<file path="config.mk">
export PLATFORM = sky130hd
export DESIGN_NAME = sdi_nrzi_descrambler
export DESIGN_NICKNAME = d
export VERILOG_FILES = /design/src/rtl/sdi_rx_pkg.sv /design/src/rtl/sdi_nrzi_stage.sv /design/src/rtl/sdi_descram_stage.sv /design/src/rtl/sdi_warmup_ctr.sv /design/src/rtl/sdi_nrzi_descrambler.sv
export SDC_FILE = /design/constraint.sdc
export NUM_CORES = 1
export LEC_CHECK = 0
export ABC_AREA = 0
export BUFFER_PORTS_ARGS = -buffer_cell sky130_fd_sc_hd__buf_2
export CAP_MARGIN = 20
export CORE_MARGIN = 2
export CORE_UTILIZATION = 45
export CTS_BUF_LIST = sky130_fd_sc_hd__clkbuf_4
export CTS_CLUSTER_DIAMETER = 80
export DETAILED_ROUTE_END_ITERATION = 16
export GPL_TIMING_DRIVEN = 0
export PLACE_DENSITY = 0.75
export SYNTH_ARGS = -nofsm -noshare
export SYNTH_HDL_FRONTEND = slang
export SYNTH_SLANG_ARGS = --single-unit
</file>
<file path="constraint.sdc">
create_clock -name clk -period 1.9 [get_ports clk]
set_input_delay 0.285 -clock clk [delete_from_list [all_inputs] [get_ports clk]]
set_output_delay 0.285 -clock clk [all_outputs]
set_load 0.02 [all_outputs]
</file>
<file path="src/rtl/sdi_rx_pkg.sv">
package sdi_rx_pkg;
  // scrambler polynomial x^LEN + x^TAP + 1
  localparam int unsigned SCR_LEN = 9;
  localparam int unsigned SCR_TAP = 4;
  // beats needed before every tap holds line data: LEN decoded bits plus one raw bit
  localparam int unsigned WARMUP_BEATS = SCR_LEN + 1;

  typedef enum logic {MODE_DECODE = 1'b0, MODE_PASS = 1'b1} rx_mode_e;
endpackage

</file>
<file path="src/rtl/sdi_nrzi_stage.sv">
module sdi_nrzi_stage (
  input  logic clk,
  input  logic rst,
  input  logic adv,
  input  logic raw,
  output logic dec
);
  logic prev_q;

  assign dec = raw ^ prev_q;

  always_ff @(posedge clk) begin
    if (rst)      prev_q <= 1'b0;
    else if (adv) prev_q <= raw;
  end
endmodule

</file>
<file path="src/rtl/sdi_descram_stage.sv">
module sdi_descram_stage #(
  parameter int unsigned LEN = 9,
  parameter int unsigned TAP = 4
) (
  input  logic clk,
  input  logic rst,
  input  logic adv,
  input  logic din,
  output logic dout
);
  // hist_q[k] holds the decoded bit from k+1 accepted beats ago
  logic [LEN-1:0] hist_q;
  logic [LEN-1:0] hist_d;

  generate
    if (LEN > 1) begin : g_shift
      assign hist_d = {hist_q[LEN-2:0], din};
    end else begin : g_single
      assign hist_d = din;
    end
  endgenerate

  assign dout = din ^ hist_q[TAP-1] ^ hist_q[LEN-1];

  always_ff @(posedge clk) begin
    if (rst)      hist_q <= '0;
    else if (adv) hist_q <= hist_d;
  end
endmodule

</file>
<file path="src/rtl/sdi_warmup_ctr.sv">
module sdi_warmup_ctr #(
  parameter int unsigned LIMIT = 10
) (
  input  logic clk,
  input  logic rst,
  input  logic adv,
  output logic full
);
  localparam int unsigned CW = $clog2(LIMIT + 1);
  localparam logic [CW-1:0] LIM = CW'(LIMIT);

  logic [CW-1:0] cnt_q;

  assign full = (cnt_q == LIM);

  always_ff @(posedge clk) begin
    if (rst)               cnt_q <= '0;
    else if (adv && !full) cnt_q <= cnt_q + 1'b1;
  end
endmodule

</file>
<file path="src/rtl/sdi_nrzi_descrambler.sv">
module sdi_nrzi_descrambler
  import sdi_rx_pkg::*;
#(
  parameter int unsigned LEN = SCR_LEN,
  parameter int unsigned TAP = SCR_TAP
) (
  input  logic clk,
  input  logic rst,
  input  logic bypass,
  input  logic s_valid,
  output logic s_ready,
  input  logic s_bit,
  output logic m_valid,
  input  logic m_ready,
  output logic m_bit,
  output logic m_settled
);
  localparam int unsigned FILL = LEN + 1;

  logic     accept;
  logic     dec_bit;
  logic     desc_bit;
  logic     hist_full;
  rx_mode_e mode;

  assign mode    = rx_mode_e'(bypass);
  assign s_ready = !m_valid || m_ready;
  assign accept  = s_valid && s_ready;

  sdi_nrzi_stage u_nrzi (
    .clk (clk),
    .rst (rst),
    .adv (accept),
    .raw (s_bit),
    .dec (dec_bit)
  );

  sdi_descram_stage #(.LEN(LEN), .TAP(TAP)) u_desc (
    .clk  (clk),
    .rst  (rst),
    .adv  (accept),
    .din  (dec_bit),
    .dout (desc_bit)
  );

  sdi_warmup_ctr #(.LIMIT(FILL)) u_warm (
    .clk  (clk),
    .rst  (rst),
    .adv  (accept),
    .full (hist_full)
  );

  always_ff @(posedge clk) begin
    if (rst) begin
      m_valid   <= 1'b0;
      m_bit     <= 1'b0;
      m_settled <= 1'b0;
    end else if (accept) begin
      m_valid   <= 1'b1;
      m_bit     <= (mode == MODE_PASS) ? s_bit : desc_bit;
      m_settled <= hist_full;
    end else if (m_ready) begin
      m_valid   <= 1'b0;
    end
  end
endmodule

</file>
# Yosys cells after proc, flatten, opt, wreduce, memory -nomap -nowiden
# Cells that the tools add are included.
[totals] ff_bits=17 inputBits=6
[op_classes] n_addsub=1 eq_ne=1 muxes=3 bitwise_logic=3 n_reduce_logical=6
[ops] op="$add A4 B1 Y4 const B" count=1
[ops] op="$eq A4 B4 Y1 const B" count=1
[ops] op="$mux W1" count=3
[ops] op="$xor A1 B1 Y1" count=3
[ops] op="$logic_and A1 B1 Y1" count=2
[ops] op="$logic_not A1 Y1" count=2
[ops] op="$reduce_bool A2 Y1" count=1
[ops] op="$logic_or A1 B1 Y1" count=1

# Logic depth before layout (Yosys ltp)
# Gate-level depths: netlist of run 1.
[depth] word_depth=4 depth_mapped=6 depth_no_buf=5

# Modules after synthesis
# From an unflattened synthesis of run 1, not the netlist that was laid out.
[unflattened] cells_unflattened=69 area_unflattened_um2=726.9
[by_module_without_submodules] mod="sdi_descram_stage" n_inst=1 cells_per_inst=31 area_per_inst_um2=336.6
[by_module_without_submodules] mod="sdi_warmup_ctr" n_inst=1 cells_per_inst=21 area_per_inst_um2=209.0
[by_module_without_submodules] mod="sdi_nrzi_descrambler" n_inst=1 cells_per_inst=13 area_per_inst_um2=138.9
[by_module_without_submodules] mod="sdi_nrzi_stage" n_inst=1 cells_per_inst=4 area_per_inst_um2=42.5

# Worst setup path after synthesis of run 1
# OpenSTA, ideal clock, no wires.
[synth_path] kind="reg2reg" start="reg m_valid" end="reg u_warm.cnt_q[3]" arrival_time_ns=1.223 t_required_ns=1.830 slack_ns=0.606 stages_incl_launch_ff=5 synth_period_minus_slack_ns=1.294 cell_sequence="dfxtp_1 nor2b_1 buf_2 or4_1 a21oi_1"
[synth_between] elab_chain_cells=4
[synth_rtl] element="start, declared" line="sdi_nrzi_descrambler.sv:13" rtl="output logic m_valid,"
[synth_rtl] element="start signal, assigned" line="sdi_nrzi_descrambler.sv:55" rtl="m_valid <= 1'b0;"
[synth_rtl] element="start signal, assigned" line="sdi_nrzi_descrambler.sv:59" rtl="m_valid <= 1'b1;"
[synth_rtl] element="start signal, assigned" line="sdi_nrzi_descrambler.sv:63" rtl="m_valid <= 1'b0;"
[synth_rtl] element="$logic_not A1 Y1" line="sdi_nrzi_descrambler.sv:27" rtl="assign s_ready = !m_valid || m_ready;"
[synth_rtl] element="$logic_or A1 B1 Y1" line="sdi_nrzi_descrambler.sv:27"
[synth_rtl] element="$logic_and A1 B1 Y1" line="sdi_nrzi_descrambler.sv:28" rtl="assign accept = s_valid && s_ready;"
[synth_rtl] element="$logic_and A1 B1 Y1" line="sdi_warmup_ctr.sv:18" rtl="else if (adv && !full) cnt_q <= cnt_q + 1'b1;"
[synth_rtl] element="end signal, assigned" line="sdi_warmup_ctr.sv:18"
[synth_rtl] element="end, declared" line="sdi_warmup_ctr.sv:12" rtl="logic [CW-1:0] cnt_q;"
# No other way between the ends.
# A chain may end at the register's enable or synchronous reset.

# Final worst setup path of run 1
[layout_path] start="reg m_valid" end="out s_ready"
[layout_between] elab_chain_cells=2
[layout_rtl] element="$logic_not A1 Y1" line="sdi_nrzi_descrambler.sv:27"
[layout_rtl] element="$logic_or A1 B1 Y1" line="sdi_nrzi_descrambler.sv:27"
[layout_rtl] element="end, declared" line="sdi_nrzi_descrambler.sv:11" rtl="output logic s_ready,"
# No other way between the ends.

==> results.txt, run 1 <==
The flow ran to the end, and the final reports show no timing, DRC or antenna violations. The share of synthesized cell area in and, or, nand and nor gates came out at 0.1722. The number of cells upsized or downsized after cts came out at 0. The class of the tightest hold or removal check is input port to flop.

The initial antenna violation count came to 0. The xor-xnor portion of the synthesized cell area came out at 0.03512. The CTS tree is done. The net switching share of the total power is 0.2764. The number of synthesized flops with an enable pin is 0. The largest voltage drop on the vdd net is 0.4692 mV. The core region area is 0.001524 mm². The detailed router finished its first iteration with 6 violations.

The synthesized area divided by synthesized cell count came out at 8.502 µm². The I/O pin count came out at 10. The prevailing post-synth register cell is sky130_fd_sc_hd__dfxtp_1. The area share of the largest cell type after synthesis is 0.4548. The synthesized flop and latch total is 17.

The finished layout holds 117 standard cells, fillers aside. The share of the clock period used by the worst path is 0.9077. The aggregate negative setup slack is 0 ns. The number of fill cells is 140. The share of total power dissipated in combinational logic is 0.116. The commonest cells after synthesis are sky130_fd_sc_hd__dfxtp_1 (17), sky130_fd_sc_hd__a21oi_1 (14), sky130_fd_sc_hd__nand3_1 (11), sky130_fd_sc_hd__o21ai_1 (10), sky130_fd_sc_hd__clkbuf_1 (4). After clock tree synthesis, the flow added hold-fix buffers numbering 0. The depth of the CTS H-tree is 1. The max-capacitance violation count came out at 0. The cell count after placement is 113. The via count of the first global-routing pass came out at 616. The most frequently used cell type in the post-synthesis netlist is sky130_fd_sc_hd__dfxtp_1. The clock reaches the later pin of the worst-skew pair after 0.30 ns. The clock drives 17 sinks. The least setup slack across all paths after layout is 0.1753 ns. The max-slew violation count came out at 0. The HPWL after detailed placement is 1075 µm. The via total after detailed routing is 674.

The total power divided by cell area is 779.6 mW/mm². The net count after synthesis is 96. The share of the Yosys chip area taken by registers is 0.4548. The share of synthesized cell area in full adder, half adder and majority cells came out at 0.03344. Counting every instance in the synthesized netlist gives 88. The final period demand of the worst path is 1.725 ns. The element type at the critical path start is a flop. The internal power contribution is 0.4743 mW. The overall die area is 0.002005 mm². The floorplan step set the die width to 44.78 µm. The final net count came out at 110.

The number of different library cells in the post-synthesis netlist came out at 25. The final setup violation count came out at 0. The first-pass detailed-route iteration total is 4. At the end of routability-driven placement, the weighted congestion stood at 0.7632. The routed design has 1504 µm of wire.

The start-to-end type of the worst setup path is flop to output pin. The count of buffers from port buffering came out at 9. The cell chosen for the clock root is sky130_fd_sc_hd__clkbuf_4.

The number of placement rows came out at 14. The transition time at the pin with the least slew margin is 0.4480 ns. The share of cells above drive strength 1 came out at 0.1782.

The leakage power came out at 0.3066 nW. The proportion of synthesized area in mux cells is 0. The clock network fraction of design power is 0.310.

The combined global-route utilization of all metal layers came out at 0.1803. The sum of overflow across all layers after global routing came out at 0. The wire length of the first global-routing pass is 2635 µm. The arrival time of data at the critical path endpoint came out at 1.44 ns.

The clock edge transition at the registers on the reported setup and hold paths is 0.11 ns. The starting density of the core came out at 0.4910. The synthesized design spends more area on one cell type than any other, namely sky130_fd_sc_hd__dfxtp_1. The complex-gate fraction of the synthesized area came out at 0.2441. The data required time of the critical path came out at 1.62 ns. The number of DRC violations after detailed routing came out at 0. For this design the total switching power over the nets is 0.1812 mW. The kind of end point of the critical path is an output pin. The y dimension of the die came out at 44.78 µm.

Compared with the post-synthesis result, the final layout area differs by 12.37%. The via density per instance came out at 5.761. The maximum count of clock buffers along a single path is 2. The critical-path maximum fanout is 10. The number of routed nets with antenna violations is 0. The headroom to the max-slew limit is 0.7013. The warning count from the yosys run came out at 0.

The peak clock frequency supported by timing is 0.5798 GHz. The dominant combinational cell family by area after synthesis is compound AO/OA/AOI/OAI gates. The number of hold-slack violations in the final timing report is 0. The largest clock skew in the final design came out at 0.004616 ns.

At the placement stage, the worst setup path has a slack of 0.5106 ns. The post-CTS repair timing setup buffer count came out at 0. Setup repair after global routing left no endpoint under its margin. After synthesis, the share of flip-flops with an asynchronous set or reset is 0.

The total CTS buffers is 3. Entering global routing, the biggest net connects 11 pins. The share of total power dissipated in sequential elements is 0.574. After synthesis, the cell types taking the most area are sky130_fd_sc_hd__dfxtp_1 (45%), sky130_fd_sc_hd__a21oi_1 (9.4%), sky130_fd_sc_hd__nand3_1 (7.4%). The routed wirelength normalized by instance count is 12.85 µm. The post-synthesis cell area came out at 748.2 µm². The number of antenna diodes in the final layout is 0.
==> final cells by class <==
type	count	area (µm²)	area share
multi-input combinational	60	362.8	0.4315
sequential	17	340.3	0.4048
timing repair buffer	9	45.04	0.05357
buffer	7	30.03	0.03571
clock buffer	3	22.52	0.02679
tap	16	20.02	0.02381
inverter	4	15.01	0.01786
clock inverter	1	5.005	0.005952
==> layer usage <==
layer	track usage	vias up	part of all wire
li1	-	350	-
met1	0.2312	308	0.50
met2	0.2783	14	0.43
met3	0.07600	2	0.058
met4	0.05294	0	0.0066
met5	0	-	0
==> power groups by stage <==
| stage | Combinational (mW) | Clock, mW | Sequential [mW] |
|---|---|---|---|
| 6_report | 0.0759 | 0.203 | 0.376 |
| 5_1_grt | 0.0866 | 0.222 | 0.379 |
| 4_1_cts | 0.0759 | 0.206 | 0.376 |
| 3_5_place_dp | 0.0751 | 0 | 0.385 |
| 3_3_place_gp | 0.0750 | 0 | 0.384 |
| 2_1_floorplan | 0.0492 | 0 | 0.387 |
==> flip-flops by register name, indices dropped and copies added, names as in the netlist <==
name           cells
u_warm.cnt_q       4
u_nrzi.prev_q      1
m_settled          1
m_valid            1
u_desc.hist_q      9
m_bit              1
==> cell families after synthesis <==
kind of cell | after synthesis
AO/OA/AOI/OAI | 32
XOR/XNOR | 3
adder cells (fa/ha/maj) | 2
buffers and inverters | 11
flip-flops | 17
AND/OR/NAND/NOR | 23
==> cell usage in the layout, fill, tap and decap left out, types with 3 or more instances in the layout <==
cell type,n
sky130_fd_sc_hd__dfxtp_1,17
sky130_fd_sc_hd__a21oi_1,14
sky130_fd_sc_hd__buf_2,12
sky130_fd_sc_hd__nand3_1,11
sky130_fd_sc_hd__o21ai_1,10
sky130_fd_sc_hd__clkbuf_1,4
sky130_fd_sc_hd__xnor2_1,3
sky130_fd_sc_hd__or4_1,3
sky130_fd_sc_hd__clkbuf_4,3
==> through the flow <==
| step | hold WS (ns) | power (mW) | util | instance area (µm²) |
|---|---|---|---|---|
| after CTS | 0.2551 | 0.6578 | 0.5517 | 840.8 |
| after floorplan | 0.4327 | 0.4361 | - | 748.2 |
| after global placement | 0.4504 | 0.4593 | 0.5337 | 813.3 |
| after global routing | 0.2595 | 0.6872 | 0.5517 | 840.8 |
| final | 0.2568 | 0.6555 | 0.5517 | 840.8 |
| after detailed placement | 0.4551 | 0.4597 | 0.5337 | 813.3 |
==> path summary, 6_finish.rpt <==
| path | startpoint | endpoint | slack, ns | depth (start not counted) |
|---|---|---|---|---|
| setup / recovery | m_valid | s_ready | 0.18 | 5 |
| hold / removal | s_bit | u_nrzi.prev_q | 0.26 | 3 |
| setup reg to reg | u_warm.cnt_q[0] | u_warm.cnt_q[1] | 0.58 | 5 |
| hold reg to reg | u_desc.hist_q[1] | u_desc.hist_q[2] | 0.47 | 2 |
==> worst max-delay path, cell delays in order, from the launching register on <==
cell and delay, ns:
sky130_fd_sc_hd__dfxtp_1 0.32, sky130_fd_sc_hd__nor2b_1 0.12, sky130_fd_sc_hd__buf_2 0.16, sky130_fd_sc_hd__inv_2 0.12
sky130_fd_sc_hd__buf_2 0.22, sky130_fd_sc_hd__buf_2 0.20
Power figures use the tool's default switching activity.
==> run 2: changes to the inputs <==
CORE_UTILIZATION = 50   (was 45)
PLACE_DENSITY = 0.7   (was 0.75)
==> results.txt, run 2 (synthesis results as in run 1) <==
The sum of overflow across all layers after global routing is 0 (unchanged). The wire length of the first global-routing pass came out at 2539 µm (-3.6%). The maximum count of clock buffers along a single path is 2 (unchanged). The final net count is 110 (unchanged). The number of hold-slack violations in the final timing report is 0 (unchanged). The CTS tree is done.

The commonest non-fill, non-tap cell in the layout is sky130_fd_sc_hd__dfxtp_1. In the final layout, the registers with the most flip-flops are u_desc.hist_q: 9 flops, u_warm.cnt_q: 4 flops. More flip-flops sit in one register than any other, and that register is u_desc.hist_q. The transition time at the pin with the least slew margin came out at 0.4617 ns (+0.01370 ns). The total power divided by cell area was 786.0 mW/mm² (+0.82%). The cell chosen for the clock root is sky130_fd_sc_hd__clkbuf_4. The clock edge transition at the registers on the reported setup and hold paths is 0.10 ns (about the same). The register share of total power came to 0.569 (-0.005). The starting density of the core came out at 0.5542 (+0.06325). The share of cells above drive strength 1 came out at 0.1782 (unchanged). The internal power contribution is 0.4915 mW (+3.6%). The number of cells upsized or downsized after cts is 0 (unchanged). The share of the clock period used by the worst path is 0.8991 (-0.008650). The HPWL after detailed placement is 1062 µm (-1.3%). The switching power is 0.1703 mW (-6.0%). The y dimension of the die was 42.69 µm (-4.7%).

The combined global-route utilization of all metal layers is 0.1793 (-0.0009719). The count of buffers from port buffering is 9 (unchanged). The critical-path maximum fanout came out at 10 (unchanged). The width of the chip is 42.69 µm (-4.7%).

The register-to-register path setup slack came to 0.54 ns (-0.04 ns). The number of routed nets with antenna violations is 0 (unchanged). The core region area is 0.001350 mm² (-11%). The final period demand of the worst path came out at 1.708 ns (-0.01643 ns).

The share of the core filled with cells in the final layout came out at 0.6237 (+0.07200). STA classifies the critical path endpoint as an output pin. The headroom to the max-slew limit came to 0.6922 (-0.009132). The iteration-0 DRC count of the detailed router is 8 (+2). The total length of routed wires came out at 1519 µm (+1.0%). The growth of design area from synthesis to finish came out at 12.54%.

The clock network fraction of design power came out at 0.316 (+0.006). The overall die area came out at 0.001822 mm² (-9.1%). The depth of the CTS H-tree came out at 1 (unchanged). The routed wirelength normalized by instance count came out at 13.09 µm (+1.9%). The arrival time of data at the critical path endpoint came to 1.42 ns (-0.02 ns). The weighted congestion reported at the end of routability-driven placement came out at 0.8117 (+6.4%). The number of placement rows is 13 (-1).

The max-capacitance violation count came out at 0 (unchanged). The I/O pin count was 10 (unchanged). The peak clock frequency supported by timing came out at 0.5854 GHz (+0.96%). The number of DRC violations after detailed routing came out at 0 (unchanged). The first-pass detailed-route iteration total is 4 (unchanged). The via density per instance came out at 5.836 (+1.3%). In this run the worst hold path is classified as input port to flop. The flow ran to the end, and the final reports show no timing, DRC or antenna violations. The library cells used most frequently in the layout, excluding fill and tap cells, are sky130_fd_sc_hd__dfxtp_1 (17), sky130_fd_sc_hd__a21oi_1 (14), sky130_fd_sc_hd__buf_2 (12). The portion of total power attributed to combinational logic came out at 0.115 (about the same). The max-slew violation count is 0 (unchanged). The total of hold buffers inserted after clock tree synthesis is 0 (unchanged).

The final setup violation count is 0 (unchanged). The start-to-end type of the worst setup path is flop to output pin. The total power of the final layout came out at 0.6618 mW (+0.97%). Setup repair after global routing left no endpoint under its margin.

The largest net degree at the start of global routing is 11 (unchanged). The largest voltage drop on the vdd net came out at 0.4865 mV (+3.7%). The aggregate negative setup slack is 0 ns (unchanged). The worst setup path is launched from a flop. The via count of the first global-routing pass came to 613 (-0.49%). The insertion delay of the later-clocked pin in the worst-skew pair came out at 0.29 ns (about the same). The leakage power is 0.3073 nW (+0.23%). The diode insertion count for antenna repair is 0 (unchanged). The total CTS buffers is 3 (unchanged). The post-CTS repair timing setup buffer count came out at 0 (unchanged). The data required time of the critical path is 1.62 ns (about the same).

The initial antenna violation count was 0 (unchanged). The largest clock skew in the final design is 0.001970 ns (-0.002646 ns). The via total after detailed routing is 677 (+0.45%). The net switching share of the total power came out at 0.2573 (-0.01911). The flip-flop count of the largest register, all copies and words added came out at 9 (unchanged). The number of clock sinks seen by CTS is 17 (unchanged).
-- run 2: critical path, stage by stage (launching register included) --
cell	delay, ns
sky130_fd_sc_hd__dfxtp_1	0.31
sky130_fd_sc_hd__nor2b_1	0.11
sky130_fd_sc_hd__buf_2	0.16
sky130_fd_sc_hd__inv_2	0.12
sky130_fd_sc_hd__buf_2	0.22
sky130_fd_sc_hd__buf_2	0.19
-- run 2: metrics by stage --
step	hold WS, ns	instances	worst slack (ns)	area, µm²
6_report	0.2754	116	0.1917	842.1
5_1_grt	0.3088	116	0.1081	842.1
4_1_cts	0.2702	116	0.1922	842.1
3_5_place_dp	0.4622	112	0.5060	812.0
3_3_place_gp	0.4496	112	0.5069	812.0
2_1_floorplan	0.4327	88	0.6064	748.2
-- run 2: area by class of cell --
class                           instances  area [µm²]
Fill cell                             136       508.0
Multi-Input combinational cell         60       362.8
Sequential cell                        17       340.3
Timing Repair Buffer                    9       45.04
Clock buffer                            4       30.03
Buffer                                  7       30.03
Tap cell                               15       18.77
Inverter                                4       15.01
-- run 2: power groups by stage --
stage / logic [mW] / clock network, mW / registers (mW)
finish: 0.0761 / 0.209 / 0.377
global route: 0.0850 / 0.223 / 0.378
CTS: 0.0761 / 0.216 / 0.377
detailed placement: 0.0757 / 0 / 0.385
global placement: 0.0751 / 0 / 0.385
floorplan: 0.0492 / 0 / 0.387
-- run 2: final timing paths --
check / startpoint / endpoint / cells past startpoint
setup / recovery: m_valid / s_ready / 5
hold reg to reg: u_desc.hist_q[7] / u_desc.hist_q[8] / 2
setup reg to reg: u_warm.cnt_q[0] / u_warm.cnt_q[2] / 5
hold / removal: s_bit / u_nrzi.prev_q / 3
-- run 2: metal layers --
metal	global-route usage	share of wire	wire (µm)
met5	0	0	0
met3	0.02553	0.032	48
met2	0.2727	0.46	694
met4	0.09375	0.011	17
met1	0.2440	0.50	759
==> run 3: changes to the inputs <==
BUFFER_PORTS_ARGS = unset   (was -buffer_cell sky130_fd_sc_hd__buf_2)
DONT_BUFFER_PORTS = 1   (was unset)
PLACE_DENSITY = 0.64   (was 0.7)
clock period = 1.99 ns   (was 1.9 ns; I/O delays follow)
==> results.txt, run 3 (synthesis results as in run 1) <==
The combined global-route utilization of all metal layers is 0.1862 (+0.006903). The start-to-end type of the worst setup path is flop to output pin. The final setup violation count came out at 0 (unchanged).

The detailed router used layers up to and including met4. The I/O pin count came to 10 (unchanged). The total length of routed wires came out at 1543 µm (+1.6%). The number of clock sinks seen by CTS came out at 17 (unchanged).

The largest registers in the layout are u_desc.hist_q: 9 flops, u_warm.cnt_q: 4 flops. Setup repair after global routing left no endpoint under its margin. The peak clock frequency supported by timing came out at 0.5764 GHz. The largest individual stage delay along the critical path comes from the cell sky130_fd_sc_hd__dfxtp_1. The starting density of the core is 0.5542 (unchanged).

The final net count came to 101 (-8.2%). The kind of end point of the critical path is an output pin. The insertion delay of the later-clocked pin in the worst-skew pair came out at 0.30 ns (about the same). The total power divided by cell area is 790.7 mW/mm² (+0.60%). The routed wirelength normalized by instance count came out at 14.42 µm (+10%).

The number of hold-slack violations in the final timing report is 0 (unchanged). The run finished with clean final reports. The HPWL after detailed placement came out at 1028 µm (-3.2%). The arrival time of data at the critical path endpoint came out at 1.44 ns (+0.02 ns). The transition time at the pin with the least slew margin is 0.4712 ns (+0.009525 ns). The total CTS buffers came to 3 (unchanged).

The max-slew violation count is 0 (unchanged). The via count of the first global-routing pass is 605 (-1.3%). The maximum single-stage delay on the critical path was 0.46 ns (+0.15 ns).

The total of hold buffers inserted after clock tree synthesis came to 0 (unchanged). The first-pass detailed-route iteration total was 4 (unchanged). The share of the clock period used by the worst path came out at 0.8719. The largest net degree at the start of global routing was 11 (unchanged). The kind of cell adding the most delay to the critical path is buffers and inverters. The y dimension of the die is 42.69 µm (unchanged). The max-capacitance violation count came out at 0 (unchanged).

The width of the chip is 42.69 µm (unchanged). The core region area came to 0.001350 mm² (unchanged). The leakage power came out at 0.2695 nW (-12%). The number of cells upsized or downsized after cts came out at 0 (unchanged). The final standard cell area without fillers is 797.0 µm² (-5.3%). The number of DRC violations after detailed routing came to 0 (unchanged). The cell area after placement came out at 767.0 µm² (-5.5%).

The headroom to the max-slew limit is 0.6858 (-0.006349). The flip-flop count of the largest register, all copies and words added is 9 (unchanged). The iteration-0 DRC count of the detailed router was 19 (+11). The data required time of the critical path came out at 1.69 ns (+0.07 ns). The depth of the CTS H-tree came out at 1 (unchanged). In this run the worst hold path is classified as input port to flop.

The number of placement rows is 13 (unchanged). The share of cells above drive strength 1 came out at 0.09783 (-0.08039). The routed metal-1 wirelength came out at 794 µm (+4.6%). The critical-path maximum fanout came out at 10 (unchanged). The sum of overflow across all layers after global routing is 0 (unchanged).

The post-CTS repair timing setup buffer count is 0 (unchanged). The wire length on met3 was 60 µm (+25%). The via total after detailed routing was 640 (-5.5%). The growth of design area from synthesis to finish is 6.522%.

The diode insertion count for antenna repair came out at 0 (unchanged). The number of routed nets with antenna violations came out at 0 (unchanged). The wire length of the first global-routing pass came out at 2663 µm (+4.9%). In the layout the commonest cells are sky130_fd_sc_hd__dfxtp_1 (17), sky130_fd_sc_hd__a21oi_1 (14), sky130_fd_sc_hd__nand3_1 (11). The cell chosen for the clock root is sky130_fd_sc_hd__clkbuf_4. The signal on the critical path passes through nor2b_1 > buf_2 > inv_2 > buf_2. TritonCTS built the clock tree. The final period demand of the worst path is 1.735 ns. The clock edge transition at the registers on the reported setup and hold paths was 0.10 ns (about the same).

The element type at the critical path start is a flop. The weighted congestion reported at the end of routability-driven placement is 0.8066 (-0.63%). The overall die area came to 0.001822 mm² (unchanged).

The largest voltage drop on the vdd net came out at 0.4151 mV (-15%). The count of buffers from port buffering is 0 (-9). The register with the most flip-flops in the final layout is u_desc.hist_q. The initial antenna violation count is 0 (unchanged). The aggregate negative setup slack came out at 0 ns (unchanged). The library cell used most frequently in the layout, excluding fill and tap cells, is sky130_fd_sc_hd__dfxtp_1. The via density per instance is 5.981 (+2.5%). The largest clock skew in the final design came to 0.004513 ns (+0.002543 ns). The buffering stage count on the worst path with inverters included is 3 (-1). Among the stages of the critical path, the cell type that occurs most often is sky130_fd_sc_hd__buf_2. The maximum count of clock buffers along a single path is 2 (unchanged). The amount of wire on met2 after detailed routing is 657 µm (-5.3%).
run 3: changes by cell type in the layout (fill, tap and decap cells not counted), sizes merged:
| cell | previous run | this run |
|---|---|---|
| buf | 12 | 3 |
run 3: final cells by class:
class / instances / area, µm²
tap: 15 / 18.77
sequential: 17 / 340.3
buffer: 7 / 30.03
fill: 118 / 553.0
clock buffer: 4 / 30.03
inverter: 4 / 15.01
multi-input combinational: 60 / 362.8
run 3: worst paths after layout:
path / start / to / slack, ns / cells after the start
max: m_valid / s_ready / 0.25 / 4
min: s_bit / u_nrzi.prev_q / 0.14 / 2
max reg2reg: m_valid / u_desc.hist_q[1] / 0.54 / 6
min reg2reg: u_desc.hist_q[7] / u_desc.hist_q[8] / 0.47 / 2
run 3: worst register-to-register path, stage by stage (launching register included):
cell and delay (ns):
sky130_fd_sc_hd__dfxtp_1 0.39, sky130_fd_sc_hd__nor2b_1 0.16, sky130_fd_sc_hd__buf_2 0.16, sky130_fd_sc_hd__inv_2 0.13
sky130_fd_sc_hd__buf_2 0.29, sky130_fd_sc_hd__nand3_1 0.12, sky130_fd_sc_hd__a21oi_1 0.14
run 3: through the flow:
| step | hold WS, ns | power, mW | instances | util | worst slack (ns) |
|---|---|---|---|---|---|
| 5_1_grt | 0.1595 | 0.6549 | 107 | 0.5904 | 0.1866 |
| 3_3_place_gp | 0.4514 | 0.4290 | 103 | 0.5681 | 0.5872 |
| 6_report | 0.1420 | 0.6302 | 107 | 0.5904 | 0.2549 |
| 4_1_cts | 0.1449 | 0.6263 | 107 | 0.5904 | 0.2649 |
| 3_5_place_dp | 0.4577 | 0.4296 | 103 | 0.5681 | 0.5692 |
| 2_1_floorplan | 0.4423 | 0.4163 | 88 | - | 0.6964 |
run 3: where the power goes:
group	internal (mW)	switching [mW]	total (mW)	leakage [nW]
Combinational	0.0205	0.0382	0.0587	0.113
Clock	0.0917	0.116	0.208	0.0184
Sequential	0.352	0.0122	0.364	0.138
Total	0.464	0.166	0.630	0.269
run 3: metal layers:
| metal | track usage | vias up |
|---|---|---|
| met3 | 0.02553 | 4 |
| met4 | 0.1125 | 0 |
| met2 | 0.2515 | 14 |
| met5 | 0 | - |
| met1 | 0.2751 | 292 |
| li1 | - | 330 |
